### config.mk
export PLATFORM = sky130hd
export DESIGN_NAME = ifa_seq_top
export DESIGN_NICKNAME = d
export VERILOG_FILES = /design/src/rtl/ifa_pkg.sv /design/src/rtl/ifa_slot_reg.sv /design/src/rtl/ifa_pkt_align.sv /design/src/rtl/ifa_chain_next.sv /design/src/rtl/ifa_seq_top.sv
export SDC_FILE = /design/constraint.sdc
export NUM_CORES = 1
export LEC_CHECK = 0
export ABC_AREA = 1
export BUFFER_PORTS_ARGS = -buffer_cell sky130_fd_sc_hd__buf_2
export CAP_MARGIN = 20
export CELL_PAD_IN_SITES_DETAIL_PLACEMENT = 0
export CELL_PAD_IN_SITES_GLOBAL_PLACEMENT = 2
export CORE_ASPECT_RATIO = 1.1
export CORE_MARGIN = 2
export CORE_UTILIZATION = 30
export DETAILED_ROUTE_END_ITERATION = 8
export PLACE_DENSITY_LB_ADDON = 0.1
export SLEW_MARGIN = 20
export SYNTH_ARGS = -nofsm -noshare
export SYNTH_HDL_FRONTEND = slang
export SYNTH_HIERARCHICAL = 1
export SYNTH_SLANG_ARGS = --single-unit
### constraint.sdc
create_clock -name clk -period 3.9 [get_ports clk]
set_input_delay 0.195 -clock clk [delete_from_list [all_inputs] [get_ports clk]]
set_output_delay 0.195 -clock clk [all_outputs]
set_load 0.03 [all_outputs]
### src/rtl/ifa_pkg.sv
package ifa_pkg;
  localparam int NUM_SLOTS = 4;
  // slot order along the chain: oldest (issued) first
  localparam int S_ISS = 0;
  localparam int S_CUR = 1;
  localparam int S_NXT = 2;
  localparam int S_NN  = 3;
endpackage

### src/rtl/ifa_slot_reg.sv
module ifa_slot_reg #(
  parameter int              AW     = 30,
  parameter int              NL     = 4,
  parameter int              SW     = 7,
  parameter bit              RST_V  = 1'b0,
  parameter logic [AW-1:0]   RST_A  = '0,
  parameter logic [NL-1:0]   RST_EN = '0
) (
  input  logic          clk,
  input  logic          rst_n,
  input  logic          ld,
  input  logic          d_v,
  input  logic [AW-1:0] d_a,
  input  logic          d_ds,
  input  logic [NL-1:0] d_en,
  input  logic [SW-1:0] d_sd,
  output logic          q_v,
  output logic [AW-1:0] q_a,
  output logic          q_ds,
  output logic [NL-1:0] q_en,
  output logic [SW-1:0] q_sd
);
  always_ff @(posedge clk or negedge rst_n) begin
    if (!rst_n) begin
      q_v  <= RST_V;
      q_a  <= RST_A;
      q_ds <= 1'b0;
      q_en <= RST_EN;
      q_sd <= '0;
    end else if (ld) begin
      q_v  <= d_v;
      q_a  <= d_a;
      q_ds <= d_ds;
      q_en <= d_en;
      q_sd <= d_sd;
    end
  end
endmodule

### src/rtl/ifa_pkt_align.sv
module ifa_pkt_align #(
  parameter int AW = 30,
  parameter int NL = 4
) (
  input  logic [AW-1:0] addr,
  output logic [AW-1:0] base
);
  localparam logic [AW-1:0] LOW_MASK = AW'(NL - 1);
  // NL is a power of two, so clearing the low bits subtracts addr mod NL
  assign base = addr & ~LOW_MASK;
endmodule

### src/rtl/ifa_chain_next.sv
module ifa_chain_next
  import ifa_pkg::*;
#(
  parameter int AW = 30,
  parameter int NL = 4,
  parameter int SW = 7
) (
  input  logic [NUM_SLOTS-1:0]         q_v,
  input  logic [NUM_SLOTS-1:0][AW-1:0] q_a,
  input  logic [NUM_SLOTS-1:0]         q_ds,
  input  logic [NUM_SLOTS-1:0][NL-1:0] q_en,
  input  logic [NUM_SLOTS-1:0][SW-1:0] q_sd,
  input  logic                         pred_fire,
  input  logic [AW-1:0]                pred_pc,
  input  logic                         pred_ds,
  input  logic [NL-1:0]                pred_en,
  input  logic [SW-1:0]                pred_sd,
  input  logic                         fetch_fire,
  input  logic                         redir_fire,
  input  logic [AW-1:0]                redir_pc,
  input  logic                         redir_ds,
  input  logic [AW-1:0]                redir_next_pc,
  input  logic                         redir_next_val,
  output logic [NUM_SLOTS-1:0]         d_v,
  output logic [NUM_SLOTS-1:0][AW-1:0] d_a,
  output logic [NUM_SLOTS-1:0]         d_ds,
  output logic [NUM_SLOTS-1:0][NL-1:0] d_en,
  output logic [NUM_SLOTS-1:0][SW-1:0] d_sd,
  output logic [NUM_SLOTS-1:0]         ld
);
  localparam logic [NL-1:0] LANE0 = NL'(1);

  logic can_issue, can_adv, can_fill, upd;

  assign can_issue = ~q_v[S_ISS] & q_v[S_CUR] & q_v[S_NXT] & q_v[S_NN];
  assign can_adv   = ~q_v[S_CUR] & q_v[S_NXT] & q_v[S_NN];
  assign can_fill  = ~q_v[S_NXT] & q_v[S_NN];
  assign upd       = redir_fire | pred_fire | fetch_fire | can_issue | can_adv | can_fill;
  assign ld        = {NUM_SLOTS{upd}};

  always_comb begin
    d_v  = q_v;
    d_a  = q_a;
    d_ds = q_ds;
    d_en = q_en;
    d_sd = q_sd;
    // prediction answer: successor into next-next, packet info into next
    if (pred_fire) begin
      d_v[S_NN]  = 1'b1;
      d_a[S_NN]  = pred_pc;
      d_ds[S_NN] = pred_ds;
      d_en[S_NXT] = pred_en;
      d_sd[S_NXT] = pred_sd;
    end
    if (fetch_fire) d_v[S_ISS] = 1'b0;
    // ordered shifts, oldest slot first
    if (!d_v[S_ISS] && d_v[S_CUR] && d_v[S_NXT] && d_v[S_NN]) begin
      d_v[S_ISS]  = 1'b1;
      d_a[S_ISS]  = d_a[S_CUR];
      d_ds[S_ISS] = d_ds[S_CUR];
      d_en[S_ISS] = d_en[S_CUR];
      d_sd[S_ISS] = d_sd[S_CUR];
      d_v[S_CUR]  = 1'b0;
    end
    if (!d_v[S_CUR] && d_v[S_NXT] && d_v[S_NN]) begin
      d_v[S_CUR]  = 1'b1;
      d_a[S_CUR]  = d_a[S_NXT];
      d_ds[S_CUR] = d_ds[S_NXT];
      d_en[S_CUR] = d_en[S_NXT];
      d_sd[S_CUR] = d_sd[S_NXT];
      d_v[S_NXT]  = 1'b0;
    end
    if (!d_v[S_NXT] && d_v[S_NN]) begin
      d_v[S_NXT]  = 1'b1;
      d_a[S_NXT]  = d_a[S_NN];
      d_ds[S_NXT] = d_ds[S_NN];
      d_v[S_NN]   = 1'b0;
    end
    // redirect overrides everything above
    if (redir_fire) begin
      d_v[S_ISS]  = 1'b0;
      d_v[S_CUR]  = 1'b0;
      d_v[S_NXT]  = 1'b1;
      d_a[S_NXT]  = redir_pc;
      d_ds[S_NXT] = redir_ds;
      d_en[S_NXT] = LANE0;
      d_sd[S_NXT] = '0;
      d_v[S_NN]   = redir_next_val;
      d_a[S_NN]   = redir_next_pc;
      d_ds[S_NN]  = 1'b0;
    end
  end
endmodule

### src/rtl/ifa_seq_top.sv
module ifa_seq_top
  import ifa_pkg::*;
#(
  parameter int            NB_LANES = 4,
  parameter int            ADDR_W   = 30,
  parameter int            BST_W    = 2,
  parameter int            PID_W    = 3,
  parameter int            PTR_W    = 2,
  parameter bit            HAVE_PID = 1'b1,
  parameter bit            HAVE_PTR = 1'b1,
  parameter logic [ADDR_W-1:0] RESET_PC = ADDR_W'('h40)
) (
  input  logic                clk,
  input  logic                rst_n,
  output logic                fetch_val,
  input  logic                fetch_ack,
  output logic [ADDR_W-1:0]   fetch_addr,
  output logic [NB_LANES-1:0] fetch_lane_en,
  output logic [BST_W-1:0]    fetch_bstate,
  output logic [PID_W-1:0]    fetch_pid,
  output logic [PTR_W-1:0]    fetch_ptr,
  output logic                pred_req_val,
  input  logic                pred_req_ack,
  output logic [ADDR_W-1:0]   pred_prev_pc,
  output logic [ADDR_W-1:0]   pred_cur_pc,
  output logic                pred_cur_ds,
  input  logic [ADDR_W-1:0]   pred_next_pc,
  input  logic                pred_next_ds,
  input  logic [NB_LANES-1:0] pred_lane_en,
  input  logic [BST_W-1:0]    pred_bstate,
  input  logic [PID_W-1:0]    pred_pid,
  input  logic [PTR_W-1:0]    pred_ptr,
  input  logic                redir_val,
  output logic                redir_ack,
  input  logic [ADDR_W-1:0]   redir_pc,
  input  logic [ADDR_W-1:0]   redir_next_pc,
  input  logic                redir_next_val,
  input  logic                redir_ds
);
  localparam int SW = BST_W + PID_W + PTR_W;

  logic [NUM_SLOTS-1:0]             q_v, d_v, ld;
  logic [NUM_SLOTS-1:0][ADDR_W-1:0] q_a, d_a;
  logic [NUM_SLOTS-1:0]             q_ds, d_ds;
  logic [NUM_SLOTS-1:0][NB_LANES-1:0] q_en, d_en;
  logic [NUM_SLOTS-1:0][SW-1:0]     q_sd, d_sd;

  logic            live_q, live_d;
  logic            pred_fire, fetch_fire, redir_fire;
  logic [PID_W-1:0] pid_in;
  logic [PTR_W-1:0] ptr_in;
  logic [SW-1:0]    pred_sd;
  logic [SW-1:0]    iss_sd;

  // run flag: predictions are offered from the second cycle after reset
  assign live_d = 1'b1;
  always_ff @(posedge clk or negedge rst_n) begin
    if (!rst_n) live_q <= 1'b0;
    else        live_q <= live_d;
  end

  assign pid_in  = HAVE_PID ? pred_pid : '0;
  assign ptr_in  = HAVE_PTR ? pred_ptr : '0;
  assign pred_sd = {pred_bstate, pid_in, ptr_in};

  assign redir_ack    = 1'b1;
  assign pred_req_val = live_q & q_v[S_NXT] & ~q_v[S_NN];
  assign fetch_val    = q_v[S_ISS];
  assign pred_fire    = pred_req_val & pred_req_ack;
  assign fetch_fire   = fetch_val & fetch_ack;
  assign redir_fire   = redir_val & redir_ack;

  assign pred_prev_pc = q_a[S_CUR];
  assign pred_cur_pc  = q_a[S_NXT];
  assign pred_cur_ds  = q_ds[S_NXT];

  ifa_chain_next #(.AW(ADDR_W), .NL(NB_LANES), .SW(SW)) u_next (
    .q_v(q_v), .q_a(q_a), .q_ds(q_ds), .q_en(q_en), .q_sd(q_sd),
    .pred_fire(pred_fire), .pred_pc(pred_next_pc), .pred_ds(pred_next_ds),
    .pred_en(pred_lane_en), .pred_sd(pred_sd),
    .fetch_fire(fetch_fire),
    .redir_fire(redir_fire), .redir_pc(redir_pc), .redir_ds(redir_ds),
    .redir_next_pc(redir_next_pc), .redir_next_val(redir_next_val),
    .d_v(d_v), .d_a(d_a), .d_ds(d_ds), .d_en(d_en), .d_sd(d_sd), .ld(ld)
  );

  for (genvar s = 0; s < NUM_SLOTS; s++) begin : g_slot
    ifa_slot_reg #(
      .AW(ADDR_W), .NL(NB_LANES), .SW(SW),
      .RST_V (s == S_NXT),
      .RST_A (s == S_NXT ? RESET_PC : '0),
      .RST_EN(s == S_NXT ? NB_LANES'(1) : '0)
    ) u_slot (
      .clk(clk), .rst_n(rst_n), .ld(ld[s]),
      .d_v(d_v[s]), .d_a(d_a[s]), .d_ds(d_ds[s]), .d_en(d_en[s]), .d_sd(d_sd[s]),
      .q_v(q_v[s]), .q_a(q_a[s]), .q_ds(q_ds[s]), .q_en(q_en[s]), .q_sd(q_sd[s])
    );
  end

  ifa_pkt_align #(.AW(ADDR_W), .NL(NB_LANES)) u_align (
    .addr(q_a[S_ISS]),
    .base(fetch_addr)
  );

  assign fetch_lane_en = q_en[S_ISS];
  assign iss_sd        = q_sd[S_ISS];
  assign fetch_bstate  = iss_sd[SW-1 -: BST_W];
  assign fetch_pid     = iss_sd[PTR_W +: PID_W];
  assign fetch_ptr     = iss_sd[PTR_W-1:0];

  // a redirect empties the issued slot
  assert_redir_flush_R8: assert property (@(posedge clk) disable iff (!rst_n)
    redir_val |=> !fetch_val);
  // redirect target becomes the PC offered for prediction
  assert_redir_load_R8: assert property (@(posedge clk) disable iff (!rst_n)
    redir_val |=> (pred_cur_pc == $past(redir_pc)));
  // a prediction accepted together with a redirect is discarded
  assert_redir_prio_R9: assert property (@(posedge clk) disable iff (!rst_n)
    (redir_val && pred_req_val && pred_req_ack && !$past(redir_val))
      |=> (pred_cur_pc == $past(redir_pc)));
  // an unacked packet holds
  assert_fetch_hold_R6: assert property (@(posedge clk) disable iff (!rst_n)
    (fetch_val && !fetch_ack && !redir_val) |=> (fetch_val && $stable(fetch_addr)
      && $stable(fetch_lane_en)));
  // an unacked prediction request holds
  assert_pred_hold_R2: assert property (@(posedge clk) disable iff (!rst_n)
    (pred_req_val && !pred_req_ack && !redir_val) |=> (pred_req_val && $stable(pred_cur_pc)));
endmodule

==> results.cfg, run 1 <==
[routing]
routed_via_density = 4.371
totalWireLength_um = 31300
drc = 0
ant_nets = 0
drt_iter0_markers = 678
vias = 8921
wire_per_inst_um = 15.33
first_pass_iters = 4

[grt]
grt_pass1_vias = 8442
antenna_found_initial = 1
grt_pass1_wl_um = 50160
grt_overflow = 0
grt_max_degree = 85
grtUsageTotal = 0.1918

[status]
outcome = finished clean

[timing]
period_share = 0.6491
slew_viol_final = 0
timing.fmax_ghz = 0.3950
skew_ns = 0.01423
tightest_slew_ns = 1.095
rsz0062_at_grt = false
fin_crit_ns = 2.531
hold_ws_ns = 0.06758
setup_violations = 0
final_hold_viol_count = 0
tns_ns = 0
timing.slew.headroom = 0.2682

[worst_setup_path]
critPathRequiredTime_ns = 4.26
end_kind = flop
critPathLaunchType = flop
worstRegToRegCells = 11
path_max_fanout = 42
worstSetupPathType = reg2reg
crit_arrival_ns = 2.89

[place]
hpwl_um = 20430
io_buffers = 210
place_congestion = 0.7949
dp.cells = 2007

[cells_and_area]
n_fill_cell = 3524
layout_common_cells = nand2_1 (887), buf_2 (208), dfrtp_1 (155), nand3_1 (144), inv_1 (102)
instances_no_fill = 2041
final_common_cell = nand2_1
multiInputGateArea_sq_um = 4390
regArea_sq_um = 3958
fin_util = 0.3574
drive_above_1_share = 0.1685
nets = 1716
syn2layout_area_growth_pct = 17.01

[flow_run]
max-cap-violations = 0

[cts]
cts_buffers = 17
cts_tree = yes
cts_buffer_depth = 2
clk_latency_ns = 0.43
cts_resized = 0
cts_sinks = 158
cts_max_level = 4
ctsRootBufferMaster = clkbuf_16
clkTransAtPathRegs_ns = 0.07
cts_setup_buffers = 0

[synth]
synth_area_sq_um = 9590
avgSynthCellArea_sq_um = 6.463
yosysWarnings = 6
syn-instance-count = 1484

[floorplan]
core_area_sq_um = 31400
io_pins = 214
die_x_um = 174.5
row_count = 68
start_util = 0.3055
fp.dieArea_sq_um = 33420
die_y_um = 191.5

[hold_path]
min_path_cells = 5
hp-class = in2reg

[power_and_ir_drop]
power_density_nw_per_um2 = 707.3
total_power_uw = 7938
ir_drop_mv = 0.3011
cellLeakagePower_uw = 0.006822
-- sequential cells by signal, indices dropped and copies added (netlist names) --
name	flops
g_slot.u_slot/q_a	118
live_q	1
g_slot.u_slot/q_v	4
g_slot.u_slot/q_sd	21
g_slot.u_slot/q_ds	2
g_slot.u_slot/q_en	12
-- worst paths after layout --
check / from / end / slack (ns)
max in group asynchronous: rst_n / g_slot[2].u_slot/q_v / 2.56
worst max-delay path: g_slot[3].u_slot/q_v / g_slot[3].u_slot/q_v / 1.37
worst min register to register: g_slot[2].u_slot/q_en[0] / g_slot[2].u_slot/q_en[0] / 0.47
worst max register to register: g_slot[3].u_slot/q_v / g_slot[3].u_slot/q_v / 1.37
min in group asynchronous: rst_n / g_slot[0].u_slot/q_a[3] / 0.37
worst min-delay path: redir_pc[6] / g_slot[2].u_slot/q_a[6] / 0.07
-- worst max-delay path, cell delays in order (launching register included) --
cell and delay, ns:
dfrtp_1 0.44, inv_1 0.07, nand3_2 0.09, nor2_4 0.05, nor2_4 0.17, nor2_4 0.05
nand2_2 0.05, buf_4 0.40, nand2_2 0.62, o21ai_0 0.37, nand2_1 0.08, nand2_1 0.07
-- report_power, final --
part           internal [uW]  switching (uW)  total, uW
clock network           1150             715       1870
registers               2200             596       2790
logic                    979            2300       3280
-- what timing repair did --
action	in CTS	in global routing
setup endpoints to repair	0	0
hold buffers	1	0
hold endpoints to repair	74	0
-- cell type report --
class	count	share of cell area
well taps	420	0.04683
clock inverters	11	0.01684
inverters	109	0.03824
multi-input cells	1091	0.3912
repair buffers	230	0.1138
diodes	1	0.0002230
flip-flops and latches	158	0.3527
clock buffers	21	0.04014
-- layer usage --
layer  vias up  share of wire  global-route usage
met5         -              0                   0
met4         0          0.011             0.04396
met3        14          0.040             0.03242
met2       198           0.43              0.2792
met1      4015           0.52              0.2930
li1       4694              -                   -
-- metrics by stage --
stage          worst slack, ns  area [sq um]
3_3_place_gp             1.278         10530
2_1_floorplan            1.865          9598
5_1_grt                  1.003         11220
6_report                 1.369         11220
4_1_cts                  1.318         11220
3_5_place_dp             1.330         10570
No activity file was read; power rests on OpenSTA's default activity.
==> inputs of run 2 (changes only) <==
Clock period 3.9 ns to 2.6 ns, I/O delays scaled along.
==> run 2 against run 1 <==
  * Cell count rose by 1.3%
  * Total power rose by 49%
  * Combinational power rose by 52%
  * Register-to-register slack got worse by 0.83 ns
  * Clock skew barely moved
  * Sequential power rose by 49%
  * Die area did not move
  * Sequential share of layout area fell by 0.78 points
  * First-iteration DRC count fell by 9.6%
  * Non-clock buffer count rose by 29
  * Clock power rose by 45%
  * Largest power group unchanged
==> results.cfg, run 2 (same netlist as run 1, synthesis figures left out) <==
[cts]
cts_buffers = 17
ctsRootBufferMaster = clkbuf_16
clk_latency_ns = 0.43
clkTransAtPathRegs_ns = 0.07
cts_tree = yes
cts_buffer_depth = 2
cts_sinks = 158
cts_resized = 0
cts_max_level = 4
cts_setup_buffers = 0

[timing]
slew_viol_final = 0
tightest_slew_ns = 0.6236
skew_ns = 0.01390
tns_ns = 0
setup_ws_ns = 0.5340
timing.slew.headroom = 0.5842
final_hold_viol_count = 0
timing.fmax_ghz = 0.4840
setup_violations = 0
period_share = 0.7946
hold_ws_ns = 0.01596
fin_crit_ns = 2.066
rsz0062_at_grt = false

[routing]
first_pass_iters = 5
drc = 0
drt_iter0_markers = 613
totalWireLength_um = 31590
routed_via_density = 4.397
ant_nets = 0
vias = 9089
wire_per_inst_um = 15.28

[cells_and_area]
syn2layout_area_growth_pct = 19.67
largest_reg_flops = 118
drive_above_1_share = 0.1718
nets = 1745
fin_util = 0.3656
final_common_cell = nand2_1
largest-register = g_slot.u_slot/q_a
reg_top3 = g_slot.u_slot/q_a (118), g_slot.u_slot/q_sd (21), g_slot.u_slot/q_en (12)
layout_common_cells = nand2_1 (887), buf_2 (208), dfrtp_1 (155), nand3_1 (144), inv_1 (102)
antenna-diode-count = 0

[grt]
grt_pass1_wl_um = 51250
grt_overflow = 0
antenna_found_initial = 0
grtUsageTotal = 0.1955
grt_max_degree = 76
grt_pass1_vias = 8752

[worst_setup_path]
worstRegToRegCells = 8
critPathLaunchType = flop
critPathRequiredTime_ns = 2.97
crit_arrival_ns = 2.44
rrSetupSlack_ns = 0.53
worstSetupPathType = reg2reg
path_max_fanout = 37
end_kind = flop

[floorplan]
io_pins = 214
fp.dieArea_sq_um = 33420
core_area_sq_um = 31400
die_y_um = 191.5
row_count = 68
start_util = 0.3055
die_x_um = 174.5

[place]
place_congestion = 0.8043
pre_cts_ws_ns = 0.5235
io_buffers = 210
hpwl_um = 21050

[power_and_ir_drop]
ir_drop_mv = 0.5251
p_clk_frac = 0.230
p_sw_frac = 0.4559
cellLeakagePower_uw = 0.006941
total_power_uw = 11840
p_sw_uw = 5397
seqPwrFrac = 0.351
power_density_nw_per_um2 = 1032
p_int_uw = 6443
pwr-share-comb = 0.420

[hold_path]
hp-class = in2reg
min_path_cells = 5

[status]
outcome = finished clean

[flow_run]
max-cap-violations = 0
==> run 2: power groups by stage <==
stage	Clock, uW	Sequential [uW]	Combinational, uW
5_1_grt	2910	4310	5620
3_3_place_gp	0	4210	4980
2_1_floorplan	0	4880	2870
4_1_cts	2790	4160	5050
6_report	2720	4150	4970
3_5_place_dp	0	4200	5020
==> run 2: per-layer routing <==
layer,global-route usage,up-vias,routed length (um)
li1,-,4751,-
met1,0.2927,4119,16360
met2,0.2840,190,13380
met3,0.03381,29,1233
met4,0.06076,0,623
met5,0,-,0
==> run 2: worst max-delay path, cell delays in order (launching register included) <==
cell      delay (ns)
dfstp_2         0.59
nand3_2         0.12
nor2_4          0.16
clkinv_1        0.15
nand4_1         0.26
buf_12          0.26
buf_4           0.29
nand2_1         0.08
nand2_1         0.07
==> run 2: cell type report <==
| type | instances | area (sq um) |
|---|---|---|
| Inverter | 109 | 429.2 |
| Fill cell | 3459 | 19920 |
| Timing Repair Buffer | 259 | 1555 |
| Tap cell | 420 | 525.5 |
| Multi-Input combinational cell | 1091 | 4390 |
| Clock inverter | 11 | 166.4 |
| Clock buffer | 19 | 452.9 |
| Sequential cell | 158 | 3958 |
==> run 2: through the flow <==
step	std cells	instance area, sq um
floorplan	1486	9598
global placement	2016	10650
detailed placement	2016	10650
CTS	2067	11480
global route	2067	11480
finish	2067	11480
==> run 2: path summary, 6_finish.rpt <==
check | startpoint | to
min in group asynchronous | rst_n | g_slot[0].u_slot/q_a[5]
max | g_slot[2].u_slot/q_v | g_slot[1].u_slot/q_a[7]
max in group asynchronous | rst_n | g_slot[2].u_slot/q_en[0]
min | redir_next_pc[6] | g_slot[3].u_slot/q_a[6]
max reg2reg | g_slot[2].u_slot/q_v | g_slot[1].u_slot/q_a[7]
min reg2reg | g_slot[2].u_slot/q_en[0] | g_slot[2].u_slot/q_en[0]
==> run 2: timing repair <==
item                                    4_1_cts  5_1_grt
hold buffers                                 21        0
endpoints found under the setup margin        0        0
endpoints found under the hold margin        74        0
==> inputs of run 3 (changes only) <==
Clock period 2.6 ns to 2.1 ns, I/O delays scaled along.
==> run 3 against run 2 <==
  * Utilization up 1.1 points
  * Fmax up 6.3%
  * Global-route usage up 0.32 points
  * Sequential cell count unchanged
  * Critical path depth up 1
  * Worst setup slack worse by 0.38 ns
  * Non-clock buffer count up 30
  * Critical path type unchanged
  * Critical endpoint is now g_slot[0].u_slot/q_a[5]
  * Largest power group unchanged
==> results.cfg, run 3 (same netlist as run 1, synthesis figures left out) <==
[timing]
period_share = 0.9252
final_hold_viol_count = 0
skew_ns = 0.01160
timing.slew.headroom = 0.6608
rsz0062_at_grt = false
tns_ns = 0
setup_violations = 0
setup_ws_ns = 0.1571
slew_viol_final = 0
tightest_slew_ns = 0.5088
fin_crit_ns = 1.943
timing.fmax_ghz = 0.5147

[worst_setup_path]
path_max_fanout = 39
end_kind = flop
worstReg2RegEnd = g_slot[0].u_slot/q_a[5]
crit_arrival_ns = 2.31
endpoint = g_slot[0].u_slot/q_a[5]
rrSetupSlack_ns = 0.16
max_stage_delay_ns = 0.55
worstSetupPathType = reg2reg
slowest_stage = dfstp_2
regToRegStartpoint = g_slot[2].u_slot/q_v
critPathLaunchType = flop
critPathRequiredTime_ns = 2.47
path_cells = nand3_2 > nor2_4 > nor2_4 > nor2_4 > buf_4 > nand3_1 > nand2_1 > nand2_1 > nand2_1
worstRegToRegCells = 9
startpoint = g_slot[2].u_slot/q_v

[routing]
vias = 9230
wire_per_inst_um = 15.68
drt_iter0_markers = 644
ant_nets = 0
drc = 0
totalWireLength_um = 32910
first_pass_iters = 5
routed_via_density = 4.397

[place]
place_congestion = 0.7989
hpwl_um = 21010
io_buffers = 210
pre_cts_ws_ns = 0.1527

[power_and_ir_drop]
cellLeakagePower_uw = 0.007070
ir_drop_mv = 0.6929
power_density_nw_per_um2 = 1247

[grt]
top_usage_layer = met2
grtUsageTotal = 0.1988
grt_pass1_wl_um = 51770
antenna_found_initial = 0
grtUsageMet3 = 0.02904
grt_pass1_vias = 8752
grt_overflow = 0
grt_max_degree = 106
grt_use_met1 = 0.2956
use_met2 = 0.3017

[cells_and_area]
final_common_cell = nand2_1
largest-register = g_slot.u_slot/q_a
largest_reg_flops = 118
drive_above_1_share = 0.1680
reg_top3 = g_slot.u_slot/q_a (118), g_slot.u_slot/q_sd (21), g_slot.u_slot/q_en (12)
antenna-diode-count = 0
nets = 1775
layout_common_cells = nand2_1 (887), buf_2 (208), dfrtp_1 (155), nand3_1 (144), inv_1 (102)
syn2layout_area_growth_pct = 23.18

[status]
outcome = finished clean

[cts]
clk_latency_ns = 0.43
clkTransAtPathRegs_ns = 0.07
cts_tree = yes
cts_max_level = 4
ctsRootBufferMaster = clkbuf_16
cts_buffer_depth = 2
cts_sinks = 158
cts_setup_buffers = 0
cts_buffers = 17

[floorplan]
die_x_um = 174.5
io_pins = 214
core_area_sq_um = 31400
start_util = 0.3055
row_count = 68
die_y_um = 191.5
fp.dieArea_sq_um = 33420

[flow_run]
max-cap-violations = 0

[hold_path]
hp-class = in2reg
run 3: layout make-up:
type	count	area (sq um)
Clock buffer	22	464.2
Sequential cell	158	3958
Multi-Input combinational cell	1091	4390
Clock inverter	10	137.6
Tap cell	420	525.5
Fill cell	3445	19580
Inverter	109	429.2
Timing Repair Buffer	289	1909
run 3: timing repair:
| item | in CTS | in global routing |
|---|---|---|
| hold buffers | 51 | 0 |
| gates resized for setup | 0 | 3 |
| hold endpoints to repair | 92 | 0 |
| endpoints found under the setup margin | 0 | 59 |
run 3: worst min-delay path by stage:
stage	start	end	slack (ns)	depth (start not counted)
floorplan	rst_n	g_slot[0].u_slot/q_a[10]	-0.19	0
global placement	rst_n	g_slot[0].u_slot/q_a[5]	0.1	1
global route	redir_pc[18]	g_slot[2].u_slot/q_a[18]	0.03	5
CTS	redir_pc[29]	g_slot[2].u_slot/q_a[29]	0.001	5
finish	redir_next_pc[5]	g_slot[3].u_slot/q_a[5]	0.02	5
detailed placement	rst_n	g_slot[0].u_slot/q_a[5]	0.10	1
run 3: report_power, final:
part           switching (uW)  total [uW]  internal [uW]
Clock                    1360        3290           1930
Combinational            4340        6310           1970
Sequential               1060        5140           4080
Total                    6760       14700           7980
run 3: per-stage QoR:
stage                     total power (uW)  instance area (sq um)    util  cells  hold slack [ns]
after global placement               11410                  10670  0.3397   2015          0.09807
after global routing                 15890                  11810  0.3763   2099          0.02968
after CTS                            14880                  11780  0.3751   2098         0.001474
after detailed placement             11460                  10670  0.3397   2015           0.1029
after floorplan                       9596                   9598       -   1486          -0.1906
final                                14730                  11810  0.3763   2099          0.01875
run 3: worst max-delay path: cells and delay by family (launching register included):
kind,cells,cell delay [ns]
flip-flops,1,0.55
AND/OR/NAND/NOR,8,0.91
buffers and inverters,1,0.42
run 3: routing by layer:
layer | wire, um | vias to the layer above
li1 | - | 4818
met4 | 460 | 0
met3 | 1287 | 23
met5 | 0 | -
met1 | 16670 | 4171
met2 | 14490 | 218
